**config.mk**
```make
export PLATFORM = sky130hd
export DESIGN_NAME = gpio_regbank
export DESIGN_NICKNAME = d
export VERILOG_FILES = /design/src/rtl/gpio_regbank_pkg.sv /design/src/rtl/gpio_rb_decode.sv /design/src/rtl/gpio_rb_store.sv /design/src/rtl/gpio_rb_readmux.sv /design/src/rtl/gpio_regbank.sv
export SDC_FILE = /design/constraint.sdc
export NUM_CORES = 1
export LEC_CHECK = 0
export BUFFER_PORTS_ARGS = -buffer_cell sky130_fd_sc_hd__buf_2
export CORE_ASPECT_RATIO = 0.8
export CORE_MARGIN = 4
export CORE_UTILIZATION = 35
export DETAILED_ROUTE_END_ITERATION = 10
export PLACE_DENSITY_LB_ADDON = 0.08
export SETUP_SLACK_MARGIN = 0.1
export SLEW_MARGIN = 20
export SYNTH_ARGS = -nofsm -noshare
export SYNTH_HDL_FRONTEND = slang
export SYNTH_SLANG_ARGS = --single-unit
export TNS_END_PERCENT = 20
```
**constraint.sdc**
```tcl
create_clock -name clk -period 2.3 [get_ports clk]
set_clock_uncertainty 0.2 [all_clocks]
set_input_delay 0.46 -clock clk [delete_from_list [all_inputs] [get_ports clk]]
set_output_delay 0.46 -clock clk [all_outputs]
set_load 0.05 [all_outputs]
```
**src/rtl/gpio_regbank_pkg.sv**
```systemverilog
package gpio_regbank_pkg;
  localparam int NUM_REGS = 8;
  localparam int SEL_W    = $clog2(NUM_REGS);

  typedef enum logic [SEL_W-1:0] {
    SEL_DATA  = 3'd0,
    SEL_DIR   = 3'd1,
    SEL_PAD   = 3'd2,
    SEL_SNSLO = 3'd3,
    SEL_SNSHI = 3'd4,
    SEL_MASK  = 3'd5,
    SEL_STAT  = 3'd6,
    SEL_EDGE  = 3'd7
  } reg_sel_e;
endpackage

```
**src/rtl/gpio_rb_decode.sv**
```systemverilog
module gpio_rb_decode
  import gpio_regbank_pkg::*;
#(
  parameter int ADDR_W = 8,
  parameter int BE_W   = 4
) (
  input  logic              req_valid,
  input  logic              req_write,
  input  logic [ADDR_W-1:0] req_addr,
  input  logic [BE_W-1:0]   req_be,
  output logic [NUM_REGS-1:0] wr_en,
  output logic              rd_req,
  output logic              rd_ok,
  output reg_sel_e          sel
);
  localparam int LSB = $clog2(BE_W);
  localparam int MAP_TOP = LSB + SEL_W;

  logic full_word, in_map;

  always_comb begin
    full_word = (req_be == {BE_W{1'b1}});
    in_map    = (req_addr[LSB-1:0] == '0) && (req_addr[ADDR_W-1:MAP_TOP] == '0);
    sel       = reg_sel_e'(req_addr[MAP_TOP-1:LSB]);
    rd_req    = req_valid && !req_write;
    rd_ok     = full_word && in_map;
  end

  for (genvar g = 0; g < NUM_REGS; g++) begin : g_wr
    assign wr_en[g] = req_valid && req_write && full_word && in_map && (sel == reg_sel_e'(g));
  end
endmodule

```
**src/rtl/gpio_rb_store.sv**
```systemverilog
module gpio_rb_store
  import gpio_regbank_pkg::*;
#(
  parameter int DATA_W   = 32,
  parameter bit HAS_EDGE = 1'b1
) (
  input  logic              clk,
  input  logic              rst_n,
  input  logic [NUM_REGS-1:0] wr_en,
  input  logic [DATA_W-1:0] wdata,
  output logic [DATA_W-1:0] q_data,
  output logic [DATA_W-1:0] q_dir,
  output logic [DATA_W-1:0] q_snslo,
  output logic [DATA_W-1:0] q_snshi,
  output logic [DATA_W-1:0] q_mask,
  output logic [DATA_W-1:0] q_edge,
  output logic              clr_pulse,
  output logic [DATA_W-1:0] clr_bits
);
  always_ff @(posedge clk) begin
    if (!rst_n) begin
      q_data    <= '0;
      q_dir     <= '0;
      q_snslo   <= '0;
      q_snshi   <= '0;
      q_mask    <= '0;
      clr_pulse <= 1'b0;
      clr_bits  <= '0;
    end else begin
      if (wr_en[SEL_DATA])  q_data  <= wdata;
      if (wr_en[SEL_DIR])   q_dir   <= wdata;
      if (wr_en[SEL_SNSLO]) q_snslo <= wdata;
      if (wr_en[SEL_SNSHI]) q_snshi <= wdata;
      if (wr_en[SEL_MASK])  q_mask  <= wdata;
      clr_pulse <= wr_en[SEL_STAT];
      clr_bits  <= wr_en[SEL_STAT] ? wdata : '0;
    end
  end

  if (HAS_EDGE) begin : g_edge
    always_ff @(posedge clk) begin
      if (!rst_n)              q_edge <= '0;
      else if (wr_en[SEL_EDGE]) q_edge <= wdata;
    end
  end else begin : g_no_edge
    assign q_edge = '0;
  end


  dir_load_chk: assert property (@(posedge clk) disable iff (!rst_n)
    wr_en[SEL_DIR] |=> (q_dir == $past(wdata)));
endmodule

```
**src/rtl/gpio_rb_readmux.sv**
```systemverilog
module gpio_rb_readmux
  import gpio_regbank_pkg::*;
#(
  parameter int DATA_W = 32
) (
  input  logic              clk,
  input  logic              rst_n,
  input  logic              rd_req,
  input  logic              rd_ok,
  input  reg_sel_e          sel,
  input  logic [DATA_W-1:0] q_data,
  input  logic [DATA_W-1:0] q_dir,
  input  logic [DATA_W-1:0] q_snslo,
  input  logic [DATA_W-1:0] q_snshi,
  input  logic [DATA_W-1:0] q_mask,
  input  logic [DATA_W-1:0] q_edge,
  input  logic [DATA_W-1:0] pad,
  input  logic [DATA_W-1:0] stat,
  output logic [DATA_W-1:0] rdata,
  output logic              rvalid
);
  logic [DATA_W-1:0] word;

  always_comb begin
    unique case (sel)
      SEL_DATA:  word = (q_data & q_dir) | (pad & ~q_dir);
      SEL_DIR:   word = q_dir;
      SEL_PAD:   word = pad & ~q_dir;
      SEL_SNSLO: word = q_snslo;
      SEL_SNSHI: word = q_snshi;
      SEL_MASK:  word = q_mask;
      SEL_STAT:  word = stat;
      SEL_EDGE:  word = q_edge;
      default:   word = '0;
    endcase
  end

  always_ff @(posedge clk) begin
    if (!rst_n) begin
      rvalid <= 1'b0;
      rdata  <= '0;
    end else begin
      rvalid <= rd_req;
      rdata  <= (rd_req && rd_ok) ? word : '0;
    end
  end


  rd_quiet_chk: assert property (@(posedge clk) disable iff (!rst_n)
    !rvalid |-> (rdata == '0));
endmodule

```
**src/rtl/gpio_regbank.sv**
```systemverilog
module gpio_regbank
  import gpio_regbank_pkg::*;
#(
  parameter int DATA_W   = 32,
  parameter int ADDR_W   = 8,
  parameter bit HAS_EDGE = 1'b1
) (
  input  logic              clk,
  input  logic              rst_n,
  input  logic              bus_valid,
  input  logic              bus_write,
  input  logic [ADDR_W-1:0] bus_addr,
  input  logic [DATA_W/8-1:0] bus_be,
  input  logic [DATA_W-1:0] bus_wdata,
  output logic [DATA_W-1:0] bus_rdata,
  output logic              bus_rvalid,
  input  logic [DATA_W-1:0] pad_level,
  input  logic [DATA_W-1:0] stat_value,
  output logic [DATA_W-1:0] pin_out,
  output logic [DATA_W-1:0] pin_oe,
  output logic [DATA_W-1:0] cfg_sense_lo,
  output logic [DATA_W-1:0] cfg_sense_hi,
  output logic [DATA_W-1:0] cfg_mask,
  output logic [DATA_W-1:0] cfg_edge,
  output logic              stat_clr_pulse,
  output logic [DATA_W-1:0] stat_clr_bits
);
  localparam int BE_W = DATA_W / 8;

  logic [NUM_REGS-1:0] wr_en;
  logic                rd_req, rd_ok;
  reg_sel_e            sel;
  logic [DATA_W-1:0]   q_data, q_dir;

  gpio_rb_decode #(.ADDR_W(ADDR_W), .BE_W(BE_W)) u_dec (
    .req_valid(bus_valid), .req_write(bus_write), .req_addr(bus_addr),
    .req_be(bus_be), .wr_en(wr_en), .rd_req(rd_req), .rd_ok(rd_ok), .sel(sel)
  );

  gpio_rb_store #(.DATA_W(DATA_W), .HAS_EDGE(HAS_EDGE)) u_store (
    .clk(clk), .rst_n(rst_n), .wr_en(wr_en), .wdata(bus_wdata),
    .q_data(q_data), .q_dir(q_dir), .q_snslo(cfg_sense_lo),
    .q_snshi(cfg_sense_hi), .q_mask(cfg_mask), .q_edge(cfg_edge),
    .clr_pulse(stat_clr_pulse), .clr_bits(stat_clr_bits)
  );

  gpio_rb_readmux #(.DATA_W(DATA_W)) u_rd (
    .clk(clk), .rst_n(rst_n), .rd_req(rd_req), .rd_ok(rd_ok), .sel(sel),
    .q_data(q_data), .q_dir(q_dir), .q_snslo(cfg_sense_lo),
    .q_snshi(cfg_sense_hi), .q_mask(cfg_mask), .q_edge(cfg_edge),
    .pad(pad_level), .stat(stat_value), .rdata(bus_rdata), .rvalid(bus_rvalid)
  );

  assign pin_oe  = q_dir;
  assign pin_out = q_data & q_dir;


  rd_answer_chk: assert property (@(posedge clk) disable iff (!rst_n)
    (bus_valid && !bus_write) |=> bus_rvalid);

  rd_spurious_chk: assert property (@(posedge clk) disable iff (!rst_n)
    bus_rvalid |-> $past(bus_valid && !bus_write));

  pin_gate_chk: assert property (@(posedge clk) disable iff (!rst_n)
    (pin_out & ~pin_oe) == '0);

  clr_origin_chk: assert property (@(posedge clk) disable iff (!rst_n)
    stat_clr_pulse |-> $past(bus_valid && bus_write && bus_be == {BE_W{1'b1}}
                             && bus_addr == ADDR_W'(8'h18)));

  partial_wr_chk: assert property (@(posedge clk) disable iff (!rst_n)
    $past(bus_valid && bus_write && bus_be != {BE_W{1'b1}}) |-> $stable(pin_oe));

  pad_hide_chk: assert property (@(posedge clk) disable iff (!rst_n)
    (bus_valid && !bus_write && bus_addr == ADDR_W'(8'h08)) |=>
      ((bus_rdata & $past(pin_oe)) == '0));

  edge_absent_chk: assert property (@(posedge clk) disable iff (!rst_n)
    !HAS_EDGE |-> (cfg_edge == '0));
endmodule

```
# [Yosys cells after proc, flatten, opt, wreduce, memory -nomap -nowiden]
# Index checks and enable logic that the tools add are counted.
[totals] output_inout_bits=258 wordCells=43 in_bits=112 ff_bits=258
[classes] n_bitwise=4 n_reduce_logical=20 eq_ne=8 muxes=1
[ops] operator="case mux 32 bit (8 select lines)" count=1
[ops] operator="bitwise AND 32 bit" count=2
[ops] operator="NOT 32 bit" count=1
[ops] operator="bitwise OR 32 bit" count=1
[ops] operator="logical AND 1 bit" count=14
[ops] operator="equality test 3 bit (second input constant)" count=4
[ops] operator="equality test 3 x 2 -> 1 bit (second input constant)" count=2
[ops] operator="zero test 3 bit" count=2
[ops] operator="equality test 4 bit (second input constant)" count=1
[ops] operator="AND reduction 2 bit" count=2
[ops] operator="equality test 3 x 1 -> 1 bit (second input constant)" count=1
[ops] operator="zero test 2 bit" count=1
[ops] operator="zero test 1 bit" count=1

# [Depth between registers and ports, before layout]
# Gate-level depths: netlist of the first run.
[logic_depth] word_depth=5 ltp_mapped=7 ltp_nobuf=4

# [By module]
# A second synthesis of the first run with hierarchy kept.
[unflattened] hier_cells=1183 area_unflattened_um2=12374.4
[modules_own_cells] mod="gpio_rb_store" cells_each=694 area_per_inst_um2=8534.4 seq_area_each_um2=4504.3 instances=1
[modules_own_cells] mod="gpio_rb_readmux" cells_each=434 area_per_inst_um2=3475.8 seq_area_each_um2=660.6 instances=1
[modules_own_cells] mod="gpio_regbank" cells_each=32 area_per_inst_um2=200.2 seq_area_each_um2=0.0 instances=1
[modules_own_cells] mod="gpio_rb_decode" cells_each=23 area_per_inst_um2=163.9 seq_area_each_um2=0.0 instances=1

# [Worst setup path after synthesis of the first run]
# No wires, ideal clock.
[synth_path] path_kind="input port to flip-flop" from="in bus_addr[3]" to="reg u_rd.rdata[10]" slack_ns=0.142 setup_ns=0.139 path_stages=6 n_path_buf=2 t_arrival_ns=1.819 path_cell_list="buf_2 > clkbuf_1 > mux2_2 > a22o_1 > a221oi_1 > a311oi_1"
[synth_between] elab_chain_cells=2 word_cells_on_any_way=9 cone_classes="eq/ne: 7; mux: 1; reduce/logical: 1"
[synth_rtl] item="from (decl)" line="gpio_regbank.sv:12" text="input logic [ADDR_W-1:0] bus_addr,"
[synth_rtl] item="equality test 3 bit (tied with other cells)" line="gpio_rb_readmux.sv:25" text="unique case (sel)"
[synth_rtl] item="case mux 32 bit (8 select lines) *" line="gpio_rb_readmux.sv:25"
[synth_rtl] item="to (signal assigned)" line="gpio_rb_readmux.sv:44" text="rdata <= (rd_req && rd_ok) ? word : '0;"
[synth_rtl] item="to (decl)" line="gpio_rb_readmux.sv:19" text="output logic [DATA_W-1:0] rdata,"
# Every way passes the cells marked *; elsewhere a longest branch is shown, timed or not.
# A chain may end at the register's enable or synchronous reset.

# [Final worst setup path of the first run]
[layout_path] from="reg u_store.q_dir[2]" to="out pin_out[2]"
[layout_between] elab_chain_cells=1
[layout_rtl] item="from (decl)" line="gpio_rb_store.sv:12" text="output logic [DATA_W-1:0] q_dir,"
[layout_rtl] item="from (signal assigned)" line="gpio_rb_store.sv:31" text="if (wr_en[SEL_DIR]) q_dir <= wdata;"
[layout_rtl] item="bitwise AND 32 bit" line="gpio_regbank.sv:55" text="assign pin_out = q_data & q_dir;"
[layout_rtl] item="to (decl)" line="gpio_regbank.sv:19" text="output logic [DATA_W-1:0] pin_out,"
# No other way between the ends.

==> results.json, run 1 <==
{
  "run_status": "finished, final reports clean",
  "layout_setup_ws_ns": 0.1687,
  "drc": 0,
  "dpl_worst_slack_ns": -0.09314,
  "grt_pass1_vias": 10080,
  "met2_length_um": 19120,
  "synth_most_common_cell": "dfxtp_1",
  "die_w_um": 210.2,
  "fin_cells": 1951,
  "worstPathArrival_ns": 1.47,
  "dieArea_sq_um": 35680,
  "crit_path_start": "u_store.q_dir[2]",
  "cts_tree": "yes",
  "io_pins": 370,
  "topRoutingLayerUsed": "met5",
  "grt_usage_pct": 23.19,
  "nets": 1620,
  "fillers": 3057,
  "rr_worst_depth": 4,
  "wire_per_inst_um": 22.23,
  "p_per_area_nw_per_um2": 655.5,
  "power.leakage_nw": 7.538,
  "netlist_instances": 1149,
  "cap_violations": 0,
  "initial_core_util_pct": 35.93,
  "vdd_drop_max_v": 0.0004861,
  "drtAntennaViolNets": 0,
  "grt_max_degree": 82,
  "port_buffers": 369,
  "synth_seq_cells": 258,
  "max_freq_mhz": 469.2,
  "cts_inserted_buffers": 29,
  "worstMarginPinSlew_ns": 0.6898,
  "cp_top_family": "flip-flops",
  "critical_path.startpoint_type": "register",
  "viasPerCell": 5.171,
  "yosys_warnings": 0,
  "reg2reg_slack_ns": 0.71,
  "wl_met3_um": 3313,
  "fin_crit_ns": 2.131,
  "async_flop_share_pct": 0,
  "finalMaxSlewViolations": 0,
  "gp_congestion": 0.8227,
  "critPathCaptureType": "primary output",
  "yosysTopAreaCellShare_pct": 45.12,
  "grt_setup_unrepaired": "true",
  "yosys-top-cells-count": "dfxtp_1, nor2b_1, mux2i_1",
  "clock-sinks": 258,
  "min_from": "bus_wdata[18]",
  "root_buffer": "clkbuf_16",
  "core_sq_um": 31860,
  "yosys-top-cells-area": "dfxtp_1, mux2i_1, nor2b_1",
  "synthesis.area_sq_um": 11450,
  "r2r_start": "u_store.q_edge[16]",
  "yosysTopAreaCell": "dfxtp_1",
  "avgSynthCellArea_sq_um": 9.962,
  "cts_max_level": 1,
  "r2r_end": "u_rd.rdata[16]",
  "hp-class": "input pin to register",
  "maxSlewHeadroom_pct": 54.01,
  "gr-total-overflow": 0,
  "path_clk_slew_ns": 0.06,
  "dpl.hpwl_um": 30430,
  "drt-met1-wl_um": 19770,
  "path_class": "register to primary output",
  "ys_types": 26,
  "hold_viol": 0,
  "final_util_pct": 47.33,
  "vias": 10090,
  "antenna_found_initial": 3,
  "drive_gt1_share_pct": 33.22,
  "first_pass_iters": 5,
  "clockBufferDepth": 3,
  "max_stage_delay_ns": 0.43,
  "holdPathStages": 2,
  "crit_fanout": 5,
  "wl_um": 43360,
  "drt_iter0_drc": 808,
  "grt_first_pass_wirelength_um": 64670,
  "worstPathRequired_ns": 1.64,
  "post_cts_buffers": 0,
  "min_period_over_period_pct": 92.66,
  "die_h_um": 169.7,
  "cp_num_buf_inv": 2,
  "ys_seq_area_share_pct": 45.12,
  "clk_latency_ns": 0.54,
  "row_count": 58,
  "synth_edf_count": 0,
  "worstHoldEndpoint": "u_store.clr_bits[18]",
  "crit_chain": "nand2_1, inv_1, buf_2",
  "synth_ff_type": "dfxtp_1",
  "dpl.cell_count": 1892,
  "mappedNetlistNets": 1261,
  "setup_violations": 0,
  "syn_to_final_growth_pct": 31.74,
  "cp_slowest_cell": "dfxtp_1"
}
power by group:
group,switching (mW),internal (mW)
registers,0.000327,4.47
clock network,1.87,2.90
logic,0.383,0.262
layout make-up:
cell class	instances	area, sq um	share of cell area, %
well taps	420	525.5	3.485
clock buffers	43	858.3	5.692
repair buffers	425	2485	16.48
inverters	33	123.9	0.8214
multi-input cells	761	5793	38.42
flip-flops and latches	258	5166	34.26
clock inverters	9	122.6	0.8131
diodes	2	5.005	0.03319
metrics by stage:
step / TNS, ns / power, mW / hold slack (ns) / cell area (sq um)
2_1_floorplan: 0 / 4.869 / 0.2437 / 11450
3_3_place_gp: -2.884 / 5.201 / 0.2515 / 14040
3_5_place_dp: -3.015 / 5.201 / 0.2581 / 14040
4_1_cts: 0 / 10.03 / 0.001881 / 15070
5_1_grt: 0 / 10.25 / 0.02276 / 15080
6_report: 0 / 9.885 / 0.03901 / 15080
how the worst max path moves through the flow:
stage                                     end  slack (ns)  cells past startpoint
after floorplan                u_rd.rdata[10]        0.14                      6
final                              pin_out[2]        0.17                      3
after detailed placement  u_store.q_snshi[30]       -0.09                      7
after global placement    u_store.q_snshi[23]       -0.08                      7
after global routing               pin_out[2]        0.09                      3
after CTS                         pin_out[11]        0.10                      3
per-layer routing:
metal	GRT usage, %	vias to the layer above
met3	5.452	78
met5	0	-
li1	-	4772
met2	35.74	406
met4	6.523	2
met1	32.66	4830
timing repair:
action,in CTS,in global routing
endpoints found under the hold margin,5,0
hold buffers,5,0
setup endpoints to repair,0,3
resized for setup,0,1
cells in the final DEF (no fill, tap or decap), types with 3 or more instances in the layout:
cell / netlist / layout
a311oi_1: 32 / 32
clkbuf_1: 70 / 6
mux2i_1: 160 / 160
buf_4: 3 / 37
dlygate4sd3_1: 0 / 5
nand4_1: 7 / 7
and2_1: 32 / 32
a211oi_1: 32 / 32
nor2b_1: 163 / 160
mux2_2: 32 / 32
nor2b_4: 0 / 3
a22o_1: 64 / 64
clkbuf_16: 0 / 29
buf_12: 0 / 16
clkbuf_8: 0 / 8
nand2b_1: 32 / 32
nand2_1: 97 / 97
buf_2: 22 / 367
a21boi_0: 64 / 64
clkinv_2: 0 / 5
inv_1: 33 / 32
and3b_1: 3 / 3
a221oi_1: 32 / 32
dfxtp_1: 258 / 257
bufinv_16: 0 / 3
kinds of logic after synthesis:
kind of cell	share of synthesized area (%)
flip-flops	45.12
multiplexers	17.14
AO/OA/AOI/OAI	16.09
buffers and inverters	4.602
AND/OR/NAND/NOR	17.04
flip-flops by register name, indices dropped and copies added (netlist names):
name	flops
u_rd.rdata	32
u_rd.rvalid	1
u_store.clr_bits	32
u_store.clr_pulse	1
u_store.q_data	32
u_store.q_dir	32
u_store.q_edge	32
u_store.q_mask	32
u_store.q_snshi	32
u_store.q_snslo	32
No activity file was read; power rests on OpenSTA's default activity.
==> run 2: changes to the inputs <==
clock period = 2.1 ns   (was 2.3 ns; I/O delays follow)
==> run 2 against run 1 <==
Worst setup slack worse by 0.093 ns. Critical path depth stayed put. Sequential share of layout area is 1.0 points lower. First-iteration DRC count decreased by 31%. Register-to-register slack got worse by 0.23 ns. Count of clock-buffer cells in the layout is 3 higher. Cell count rose by 2.5%. Combinational power rose by 22%. Routed wire length increased by 0.64%. Via count is 0.98% higher. Cell area increased by 3.2%. Highest routed layer is now met4.
==> results.json, run 2 (synthesis gave the netlist of run 1 again) <==
{
  "layout_setup_ws_ns": 0.07569,
  "die_h_um": 169.7,
  "dieArea_sq_um": 35680,
  "post_cts_buffers": 0,
  "drtAntennaViolNets": 0,
  "layout_commonest_cell": "buf_2",
  "most-common-layout-cells": "buf_2, dfxtp_1, mux2i_1, nor2b_1, nand2_1",
  "maxSlewHeadroom_pct": 58.01,
  "crit_chain": "nand2_1, inv_1, buf_2",
  "drc": 0,
  "dpl.cell_count": 1898,
  "max_stage_delay_ns": 0.42,
  "r2r_end": "u_rd.rdata[25]",
  "vias": 10190,
  "min_period_over_period_pct": 96.40,
  "cts_max_level": 1,
  "cts_inserted_buffers": 28,
  "worstPathArrival_ns": 1.40,
  "clockBufferDepth": 3,
  "grt_max_degree": 73,
  "wl_um": 43640,
  "crit_path_start": "u_store.q_dir[26]",
  "regArea_sq_um": 5177,
  "hold_viol": 0,
  "critical_path.startpoint_type": "register",
  "fillers": 3046,
  "run_status": "finished, final reports clean",
  "antenna_found_initial": 1,
  "cts_tree": "yes",
  "fin_area_sq_um": 15570,
  "drive_gt1_share_pct": 32.89,
  "drt_iter0_drc": 560,
  "path_class": "register to primary output",
  "final_util_pct": 48.86,
  "rr_worst_depth": 4,
  "path_clk_slew_ns": 0.06,
  "clock-sinks": 258,
  "nets": 1669,
  "viasPerCell": 5.096,
  "reg2reg_slack_ns": 0.48,
  "core_sq_um": 31860,
  "placed_area_sq_um": 14110,
  "syn_to_final_growth_pct": 36.00,
  "dpl.hpwl_um": 30690,
  "multiInputGateArea_sq_um": 5793,
  "fin_cells": 1999,
  "worstHoldEndpoint": "u_store.q_data[30]",
  "clk_latency_ns": 0.54,
  "port_buffers": 369,
  "hp-class": "input pin to register",
  "critPathCaptureType": "primary output",
  "io_pins": 370,
  "cp_top_family": "flip-flops",
  "holdPathStages": 3,
  "grt_pass1_vias": 10340,
  "wire_per_inst_um": 21.83,
  "row_count": 58,
  "p_per_area_nw_per_um2": 675.9,
  "crit_fanout": 5,
  "initial_core_util_pct": 35.93,
  "dpl_worst_slack_ns": -0.2323,
  "finalMaxSlewViolations": 0,
  "gr-total-overflow": 0,
  "first_pass_iters": 5,
  "power.leakage_nw": 7.716,
  "r2r_start": "u_store.q_edge[25]",
  "cap_violations": 0,
  "setup_violations": 0,
  "die_w_um": 210.2,
  "cp_slowest_cell": "dfxtp_1",
  "fin_crit_ns": 2.024,
  "grt_setup_unrepaired": "true",
  "grt_usage_pct": 23.44,
  "worstPathRequired_ns": 1.48,
  "cp_num_buf_inv": 2,
  "worstMarginPinSlew_ns": 0.6299,
  "gp_congestion": 0.8343,
  "min_from": "bus_wdata[30]",
  "root_buffer": "clkbuf_16",
  "holdWs_ns": 0.03100,
  "grt_first_pass_wirelength_um": 65460,
  "max_freq_mhz": 494.0,
  "vdd_drop_max_v": 0.0005195
}
run 2: power by group:
part	total (mW)	internal [mW]	switching (mW)	leakage [nW]
combinational	0.784	0.351	0.433	5.19
clock	4.84	2.81	2.03	0.441
sequential	4.89	4.89	0.000336	2.08
total	10.5	8.05	2.47	7.72
run 2: worst min-delay path: stages:
cell and delay (ns):
buf_2 0.16, nand2_1 0.07, a21boi_0 0.06
run 2: routing by layer:
metal  GRT usage, %  routed length [um]
met1          32.99               20490
met2          37.24               19310
met3          4.602                2773
met4          5.757                1056
met5              0                   0
run 2: how the worst max path moves through the flow:
stage / to / slack, ns / cells after the start
finish: pin_out[26] / 0.08 / 3
detailed placement: u_store.q_data[9] / -0.23 / 8
global route: pin_out[13] / 0.02 / 3
global placement: u_store.q_snshi[28] / -0.22 / 7
CTS: pin_out[11] / 0.05 / 3
floorplan: u_rd.rdata[10] / -0.02 / 6
run 2: final cells by class:
| class | count | share of cell area (%) |
|---|---|---|
| antenna | 1 | 0.01608 |
| clock buffer | 46 | 5.586 |
| clock inverter | 5 | 0.1768 |
| inverter | 33 | 0.7958 |
| multi-input combinational | 761 | 37.22 |
| sequential | 258 | 33.26 |
| tap | 420 | 3.376 |
| timing repair buffer | 475 | 19.57 |
run 2: per-stage QoR:
stage | power (mW) | setup TNS, ns
detailed placement | 5.705 | -33.75
global route | 10.93 | 0
floorplan | 5.333 | -0.3596
finish | 10.52 | 0
global placement | 5.706 | -34.54
CTS | 10.66 | 0
run 2: timing repair:
item	CTS	global route
gates resized for setup	17	15
hold endpoints to repair	64	0
setup endpoints to repair	29	30
hold buffers	49	0
